==> src/rtl/bsc_pkg.sv <==
// Shared widths and control-vector bit positions for the bus snapshot block.
package bsc_pkg;
    localparam int BSC_DATA_W = 32;
    localparam int BSC_ADDR_W = 31;
    localparam int BSC_AM_W   = 6;
    localparam int BSC_GNT_W  = 8;
    localparam int CTRL_W     = 9;
    // Control vector bit positions (active-low lines)
    localparam int CB_AS     = 0;
    localparam int CB_DS0    = 1;
    localparam int CB_DS1    = 2;
    localparam int CB_WRITE  = 3;
    localparam int CB_LWORD  = 4;
    localparam int CB_DTACK  = 5;
    localparam int CB_BERR   = 6;
    localparam int CB_IACK   = 7;
    localparam int CB_IACKIN = 8;
endpackage

==> src/rtl/bsc_sync.sv <==
// Two-flop synchronizer for a vector of asynchronous lines.
// Assumes: lines are quasi-static around strobe edges; idle level is high.
module bsc_sync #(
    parameter int W = 8
) (
    input  logic         clk,
    input  logic         rst_n,
    input  logic [W-1:0] d_i,
    output logic [W-1:0] q_o
);
    logic [W-1:0] meta_q;

    // Two-stage capture into the local clock domain
    always_ff @(posedge clk) begin
        if (!rst_n) begin
            meta_q <= '1;
            q_o    <= '1;
        end else begin
            meta_q <= d_i;
            q_o    <= meta_q;
        end
    end
endmodule

==> src/rtl/bsc_ack_timer.sv <==
// Ends transfers: detects the real acknowledge or bus error, counts the
// timeout from address strobe and fires a substitute acknowledge.
// Assumes: inputs are synchronized; ack_fall_i is a one-cycle edge.
module bsc_ack_timer #(
    parameter int TMO_W = 16
) (
    input  logic             clk,
    input  logic             rst_n,
    input  logic             as_low_i,
    input  logic             ack_fall_i,
    input  logic [TMO_W-1:0] timeout_i,
    input  logic             subst_en_i,
    input  logic             passive_i,
    input  logic             flag_clr_i,
    output logic             end_evt_o,
    output logic             drive_n_o,
    output logic             flag_o
);
    logic [TMO_W-1:0] cnt_q;
    logic             done_q;
    logic             real_end;
    logic             fire;

    assign real_end  = as_low_i & ~done_q & ack_fall_i;
    assign fire      = as_low_i & ~done_q & ~ack_fall_i & subst_en_i
                       & ~passive_i & (cnt_q == timeout_i);
    assign end_evt_o = real_end | fire;

    // Cycles since address strobe, saturating, cleared when strobe is idle
    always_ff @(posedge clk) begin
        if (!rst_n || !as_low_i)  cnt_q <= '0;
        else if (cnt_q != '1)     cnt_q <= cnt_q + 1'b1;
    end

    // One end event per address-strobe cycle
    always_ff @(posedge clk) begin
        if (!rst_n || !as_low_i)  done_q <= 1'b0;
        else if (end_evt_o)       done_q <= 1'b1;
    end

    // Substitute drive held until the strobe releases; never in passive mode
    always_ff @(posedge clk) begin
        if (!rst_n || !as_low_i || passive_i) drive_n_o <= 1'b1;
        else if (fire)                        drive_n_o <= 1'b0;
    end

    // Sticky record of a substitute; set wins over clear
    always_ff @(posedge clk) begin
        if (!rst_n)          flag_o <= 1'b0;
        else if (fire)       flag_o <= 1'b1;
        else if (flag_clr_i) flag_o <= 1'b0;
    end
endmodule

==> src/rtl/bsc_capture.sv <==
// Snapshot and grant registers with halt freeze and the halt indicator.
// Assumes: write strobes are one-cycle events from synchronized lines.
module bsc_capture
    import bsc_pkg::*;
#(
    parameter int DATA_W  = BSC_DATA_W,
    parameter int ADDR_W  = BSC_ADDR_W,
    parameter int AM_W    = BSC_AM_W,
    parameter int GNT_W   = BSC_GNT_W,
    parameter int BLINK_W = 22
) (
    input  logic              clk,
    input  logic              rst_n,
    input  logic              end_evt_i,
    input  logic              bbsy_fall_i,
    input  logic              halt_en_i,
    input  logic [DATA_W-1:0] data_i,
    input  logic [ADDR_W-1:0] addr_i,
    input  logic [AM_W-1:0]   am_i,
    input  logic [CTRL_W-1:0] ctrl_i,
    input  logic [GNT_W-1:0]  gnt_i,
    output logic [DATA_W-1:0] data_o,
    output logic [ADDR_W-1:0] addr_o,
    output logic [AM_W-1:0]   am_o,
    output logic [CTRL_W-1:0] ctrl_o,
    output logic [GNT_W-1:0]  gnt_o,
    output logic              pulse_o,
    output logic              halted_o,
    output logic              ind_o
);
    logic               snap_we;
    logic               gnt_we;
    logic [BLINK_W-1:0] blink_q;

    assign snap_we = end_evt_i & ~halted_o;
    assign gnt_we  = bbsy_fall_i & ~halted_o;

    // Transfer snapshot and its capture pulse
    always_ff @(posedge clk) begin
        if (!rst_n) begin
            data_o  <= '0;
            addr_o  <= '0;
            am_o    <= '0;
            ctrl_o  <= '0;
            pulse_o <= 1'b0;
        end else begin
            pulse_o <= snap_we;
            if (snap_we) begin
                data_o <= data_i;
                addr_o <= addr_i;
                am_o   <= am_i;
                ctrl_o <= ctrl_i;
            end
        end
    end

    // Grant lines at bus-busy assertion
    always_ff @(posedge clk) begin
        if (!rst_n)      gnt_o <= '0;
        else if (gnt_we) gnt_o <= gnt_i;
    end

    // Frozen after the first capture while halt is armed
    always_ff @(posedge clk) begin
        if (!rst_n || !halt_en_i) halted_o <= 1'b0;
        else if (snap_we)         halted_o <= 1'b1;
    end

    // Free-running blink divider
    always_ff @(posedge clk) begin
        if (!rst_n) blink_q <= '0;
        else        blink_q <= blink_q + 1'b1;
    end

    assign ind_o = halted_o | (halt_en_i & blink_q[BLINK_W-1]);
endmodule

==> src/rtl/bus_snoop_capture.sv <==
// Top: synchronizes the bus, detects strobe edges and ties the timer and
// capture units together. Assumes bus lines are idle high and change
// well away from the strobes they qualify.
module bus_snoop_capture
    import bsc_pkg::*;
#(
    parameter int DATA_W  = BSC_DATA_W,
    parameter int ADDR_W  = BSC_ADDR_W,
    parameter int AM_W    = BSC_AM_W,
    parameter int GNT_W   = BSC_GNT_W,
    parameter int TMO_W   = 16,
    parameter int BLINK_W = 22
) (
    input  logic              clk,
    input  logic              rst_n,
    input  logic [DATA_W-1:0] bus_data_i,
    input  logic [ADDR_W-1:0] bus_addr_i,
    input  logic [AM_W-1:0]   bus_am_i,
    input  logic [CTRL_W-1:0] bus_ctrl_n_i,
    input  logic              bbsy_n_i,
    input  logic [GNT_W-1:0]  bgin_n_i,
    input  logic              subst_en_i,
    input  logic              passive_i,
    input  logic              halt_en_i,
    input  logic              flag_clr_i,
    input  logic [TMO_W-1:0]  timeout_i,
    output logic [DATA_W-1:0] snap_data_o,
    output logic [ADDR_W-1:0] snap_addr_o,
    output logic [AM_W-1:0]   snap_am_o,
    output logic [CTRL_W-1:0] snap_ctrl_o,
    output logic              cap_pulse_o,
    output logic [GNT_W-1:0]  grant_o,
    output logic              subst_flag_o,
    output logic              subst_dtack_n_o,
    output logic              halted_o,
    output logic              halt_ind_o
);
    localparam int SYNC_W = DATA_W + ADDR_W + AM_W + CTRL_W + 1 + GNT_W;

    logic [DATA_W-1:0] data_s;
    logic [ADDR_W-1:0] addr_s;
    logic [AM_W-1:0]   am_s;
    logic [CTRL_W-1:0] ctrl_s;
    logic              bbsy_s;
    logic [GNT_W-1:0]  gnt_s;
    logic              dtack_q, berr_q, bbsy_q;
    logic              ack_fall, bbsy_fall, end_evt;

    bsc_sync #(.W(SYNC_W)) sync_i (
        .clk   (clk),
        .rst_n (rst_n),
        .d_i   ({bus_data_i, bus_addr_i, bus_am_i, bus_ctrl_n_i, bbsy_n_i, bgin_n_i}),
        .q_o   ({data_s, addr_s, am_s, ctrl_s, bbsy_s, gnt_s})
    );

    // Previous synchronized strobe levels for falling-edge detection
    always_ff @(posedge clk) begin
        if (!rst_n) begin
            dtack_q <= 1'b1;
            berr_q  <= 1'b1;
            bbsy_q  <= 1'b1;
        end else begin
            dtack_q <= ctrl_s[CB_DTACK];
            berr_q  <= ctrl_s[CB_BERR];
            bbsy_q  <= bbsy_s;
        end
    end

    assign ack_fall  = (dtack_q & ~ctrl_s[CB_DTACK]) | (berr_q & ~ctrl_s[CB_BERR]);
    assign bbsy_fall = bbsy_q & ~bbsy_s;

    bsc_ack_timer #(.TMO_W(TMO_W)) timer_i (
        .clk        (clk),
        .rst_n      (rst_n),
        .as_low_i   (~ctrl_s[CB_AS]),
        .ack_fall_i (ack_fall),
        .timeout_i  (timeout_i),
        .subst_en_i (subst_en_i),
        .passive_i  (passive_i),
        .flag_clr_i (flag_clr_i),
        .end_evt_o  (end_evt),
        .drive_n_o  (subst_dtack_n_o),
        .flag_o     (subst_flag_o)
    );

    bsc_capture #(
        .DATA_W (DATA_W), .ADDR_W (ADDR_W), .AM_W (AM_W),
        .GNT_W  (GNT_W),  .BLINK_W(BLINK_W)
    ) cap_i (
        .clk         (clk),
        .rst_n       (rst_n),
        .end_evt_i   (end_evt),
        .bbsy_fall_i (bbsy_fall),
        .halt_en_i   (halt_en_i),
        .data_i      (data_s),
        .addr_i      (addr_s),
        .am_i        (am_s),
        .ctrl_i      (ctrl_s),
        .gnt_i       (gnt_s),
        .data_o      (snap_data_o),
        .addr_o      (snap_addr_o),
        .am_o        (snap_am_o),
        .ctrl_o      (snap_ctrl_o),
        .gnt_o       (grant_o),
        .pulse_o     (cap_pulse_o),
        .halted_o    (halted_o),
        .ind_o       (halt_ind_o)
    );
endmodule

==> config.mk <==
export PLATFORM = sky130hd
export DESIGN_NAME = bus_snoop_capture
export DESIGN_NICKNAME = d
export VERILOG_FILES = /design/src/rtl/bsc_pkg.sv /design/src/rtl/bsc_sync.sv /design/src/rtl/bsc_ack_timer.sv /design/src/rtl/bsc_capture.sv /design/src/rtl/bus_snoop_capture.sv
export SDC_FILE = /design/constraint.sdc
export NUM_CORES = 1
export LEC_CHECK = 0
export ABC_AREA = 1
export ABC_CLOCK_PERIOD_IN_PS = 2230
export CAP_MARGIN = 25
export CORE_ASPECT_RATIO = 1.1
export CORE_MARGIN = 5
export CORE_UTILIZATION = 50
export CTS_BUF_LIST = sky130_fd_sc_hd__clkbuf_8
export DETAILED_ROUTE_END_ITERATION = 6
export GPL_TIMING_DRIVEN = 0
export HOLD_SLACK_MARGIN = 0.06
export PLACE_DENSITY = 0.85
export SKIP_CTS_REPAIR_TIMING = 1
export SLEW_MARGIN = 10
export SYNTH_ARGS = -nofsm -noshare
export SYNTH_HDL_FRONTEND = slang
export SYNTH_SLANG_ARGS = --single-unit
==> constraint.sdc <==
create_clock -name clk -period 2.23 [get_ports clk]
set_input_delay 0.446 -clock clk [delete_from_list [all_inputs] [get_ports clk]]
set_output_delay 0.446 -clock clk [all_outputs]
set_load 0.02 [all_outputs]
==> flow_summary.ini <==
[synthesis]
synth-seq-area-share_pct = 56.7
synth_edf_count = 0
mappedNetlistNets = 1384
yosys_register_bits = 306
synthCells = 1273
yosys_warnings = 0
mappedNetlistArea_sq_um = 10800
ys_async_sr_fraction_pct = 0
syn-mean-instance-area_sq_um = 8.49
synth_top_flop_cell = sky130_fd_sc_hd__dfxtp_1
synth.lib_cells_used.distinct = 34

[critical_path]
crit-reg2reg-launch = cap_i.blink_q[0]
cpPeakStageDelay_ns = 0.32
timing.critical_path.arrival_ns = 1.60
critical_path.max_fanout = 19
worst_setup_path_end_kind = output port
critical_path_required_ns = 1.78
crit_slowest_cell = sky130_fd_sc_hd__dfxtp_1
setup.worst_path.class = reg -> out
rr_endpoint = cap_i.blink_q[14]
reg2regPathDepth = 10
reg2reg_setup_slack_ns = 0.26
setup.worst_path.start_class = register
worstPathCellList = inv_1 > buf_8 > nand2_1 > dlymetal6s2s_1

[run_status]
outcome = completed

[detailed_routing]
drt-vias-per-instance = 4.71
drtAntennaViolNets = 0
routed_wl_microns = 25800
drc_errors = 0
detailroute.via_count = 8652
initialDrtViolationCount = 346
avgRoutedWirePerCell_microns = 14.1
detail_route.first_pass.iterations = 5

[finish]
layout.cells.most_common_list = sky130_fd_sc_hd__dfxtp_1 (306), sky130_fd_sc_hd__clkdlybuf4s50_1 (197), sky130_fd_sc_hd__nand2_1 (180), sky130_fd_sc_hd__or2_2 (175), sky130_fd_sc_hd__inv_1 (154)
layout.filler_cells = 1755
final_layout_size_suffix_gt1_share_pct = 18.3
design.final.nets = 1629
areaGrowthSynthToFinish_pct = 29.9
most_common_cell_after_layout_fill_and_taps_aside = sky130_fd_sc_hd__dfxtp_1
final_design_area_no_fill_sq_um = 14000
antenna_cells_inserted = 0

[min_path]
hold_path_startpoint = sync_i.meta_q[21]
whs_path_depth = 1
min_delay_worst_endpoint = sync_i.q_o[21]
hold_class = reg -> reg

[floorplan]
start_util_pct = 50.7
die_footprint_sq_um = 24700
die_width_microns = 150
pin_count = 200
dieHeight_microns = 164
core_area_sq_um = 21300
num_rows = 56

[power_and_ir_drop]
p_leak_nw = 6.20
vdd.ir_drop.worst_uv = 523
cellPowerDensity_nw_per_um2 = 768

[sta]
tightestPinTransition_ns = 0.753
grt_setup_unrepaired = false
fmax_mhz = 490
hold-worst-slack_ns = 0.391
report.final.hold_viol_count = 0
drv_slew = 0
min_period_over_period_pct = 91.5
timing.clock.skew_ns = 0.0352
total_setup_violations_reported_at_the_end_of_the_flow = 0
period_needed_ns = 2.04
tightest_slew_margin_relative_to_the_limit_pct = 49.8

[grt]
grt_start_max_net_pins = 14
grt_overflow = 0
grt_use_total_pct = 20.9
global_route_wire_length_before_repair_microns = 41000
grt_pass1_vias = 8517
grt_antenna_before_repair = 1

[cts]
clkTransAtPathRegs_ns = 0.06
root_buffer = sky130_fd_sc_hd__clkbuf_8
clkSinkCount = 306
clock_tree.buffer_depth = 3
number_of_clock_buffers_inserted_by_tritoncts = 46
tritoncts = done
cts_htree_levels = 2
clock_insertion_delay_worst_skew_ns = 0.57

[flow_run]
max_cap_viol_count = 0

[placement]
final_estimated_routing_congestion_in_global_placement = 0.856
placement.cell_area_sq_um = 13200
dp_wirelength_microns = 19000
io_buffers = 198
flip-flops by register name (all words and copies together) (netlist names), 6 cells and up:
register / cells
sync_i.q_o: 87
cap_i.am_o: 6
cap_i.addr_o: 31
cap_i.ctrl_o: 9
cap_i.data_o: 32
sync_i.meta_q: 87
cap_i.blink_q: 22
cap_i.gnt_o: 8
timer_i.cnt_q: 16
Yosys cell counts, types with 5 or more instances:
library cell	n	area (sq um)
sky130_fd_sc_hd__a21oi_1	97	485
sky130_fd_sc_hd__a21oi_2	10	87.6
sky130_fd_sc_hd__buf_1	7	26.3
sky130_fd_sc_hd__buf_2	5	25.0
sky130_fd_sc_hd__buf_6	13	146
sky130_fd_sc_hd__clkbuf_1	41	154
sky130_fd_sc_hd__dfxtp_1	306	6130
sky130_fd_sc_hd__inv_1	140	526
sky130_fd_sc_hd__inv_2	7	26.3
sky130_fd_sc_hd__nand2_1	180	676
sky130_fd_sc_hd__nand3_1	96	480
sky130_fd_sc_hd__nand4_1	5	31.3
sky130_fd_sc_hd__nor2_1	122	458
sky130_fd_sc_hd__nor3_1	11	55.1
sky130_fd_sc_hd__o21ai_0	24	120
sky130_fd_sc_hd__or2_2	175	1090
sky130_fd_sc_hd__xnor2_1	6	52.6
power breakdown:
| part | internal [mW] | total [mW] | switching (mW) | leakage, nW |
|---|---|---|---|---|
| logic | 0.412 | 0.753 | 0.341 | 3.18 |
| clock network | 2.27 | 4.31 | 2.04 | 0.506 |
| registers | 5.66 | 5.72 | 0.0594 | 2.51 |
per-layer routing:
metal | global-route usage [%] | routed length [microns]
met1 | 24.7 | 10500
met2 | 35.9 | 12700
met3 | 5.02 | 1690
met4 | 9.40 | 989
met5 | 0 | 14
how the worst max path moves through the flow:
stage	depth (start not counted)	startpoint	end	slack (ns)
2_1_floorplan	4	cap_i.halted_o	halt_ind_o	0.58
3_3_place_gp	5	cap_i.halted_o	halt_ind_o	-0.30
3_5_place_dp	5	cap_i.halted_o	halt_ind_o	-0.34
4_1_cts	5	cap_i.halted_o	halt_ind_o	-0.94
5_1_grt	11	cap_i.blink_q[0]	cap_i.blink_q[16]	0.05
6_report	4	cap_i.halted_o	halt_ind_o	0.19
area by class of cell:
type | instances | area, sq um | share of cell area, %
clock inverter | 21 | 108 | 0.766
inverter | 147 | 552 | 3.93
tap | 290 | 363 | 2.58
timing repair buffer | 198 | 1980 | 14.1
buffer | 67 | 389 | 2.77
clock buffer | 56 | 771 | 5.49
sequential | 306 | 6130 | 43.6
multi-input combinational | 752 | 3750 | 26.7
cell families (layout without fill, tap and decap cells):
logic type                 count (synthesis)  in the layout  share of synthesized area (%)
DFF                                      306            306                           56.7
adders and majority gates                  2              2                          0.231
and+or+nand+nor                          602            602                           26.8
xor gates and xnor gates                   8              8                          0.648
buffers and inverters                    215            489                           8.64
AOI/OAI and AO/OA                        140            140                           6.96
worst max-delay path, delay by kind of cell, from the launching register on:
family,cells,cell delay [ns]
flip-flops,1,0.32
buffers and inverters,3,0.65
AND/OR/NAND/NOR,1,0.07
metrics by stage:
stage	total power [mW]	util (%)	cells	setup TNS, ns	worst slack [ns]
after floorplan	6.20	-	1273	0	0.575
after global placement	6.57	61.7	1761	-9.23	-0.297
after detailed placement	6.59	61.7	1761	-9.45	-0.338
after CTS	10.9	65.9	1838	-0.937	-0.937
after global routing	11.2	65.9	1837	0	0.0485
final	10.8	65.9	1837	0	0.189
(Power assumes the default switching activity.)
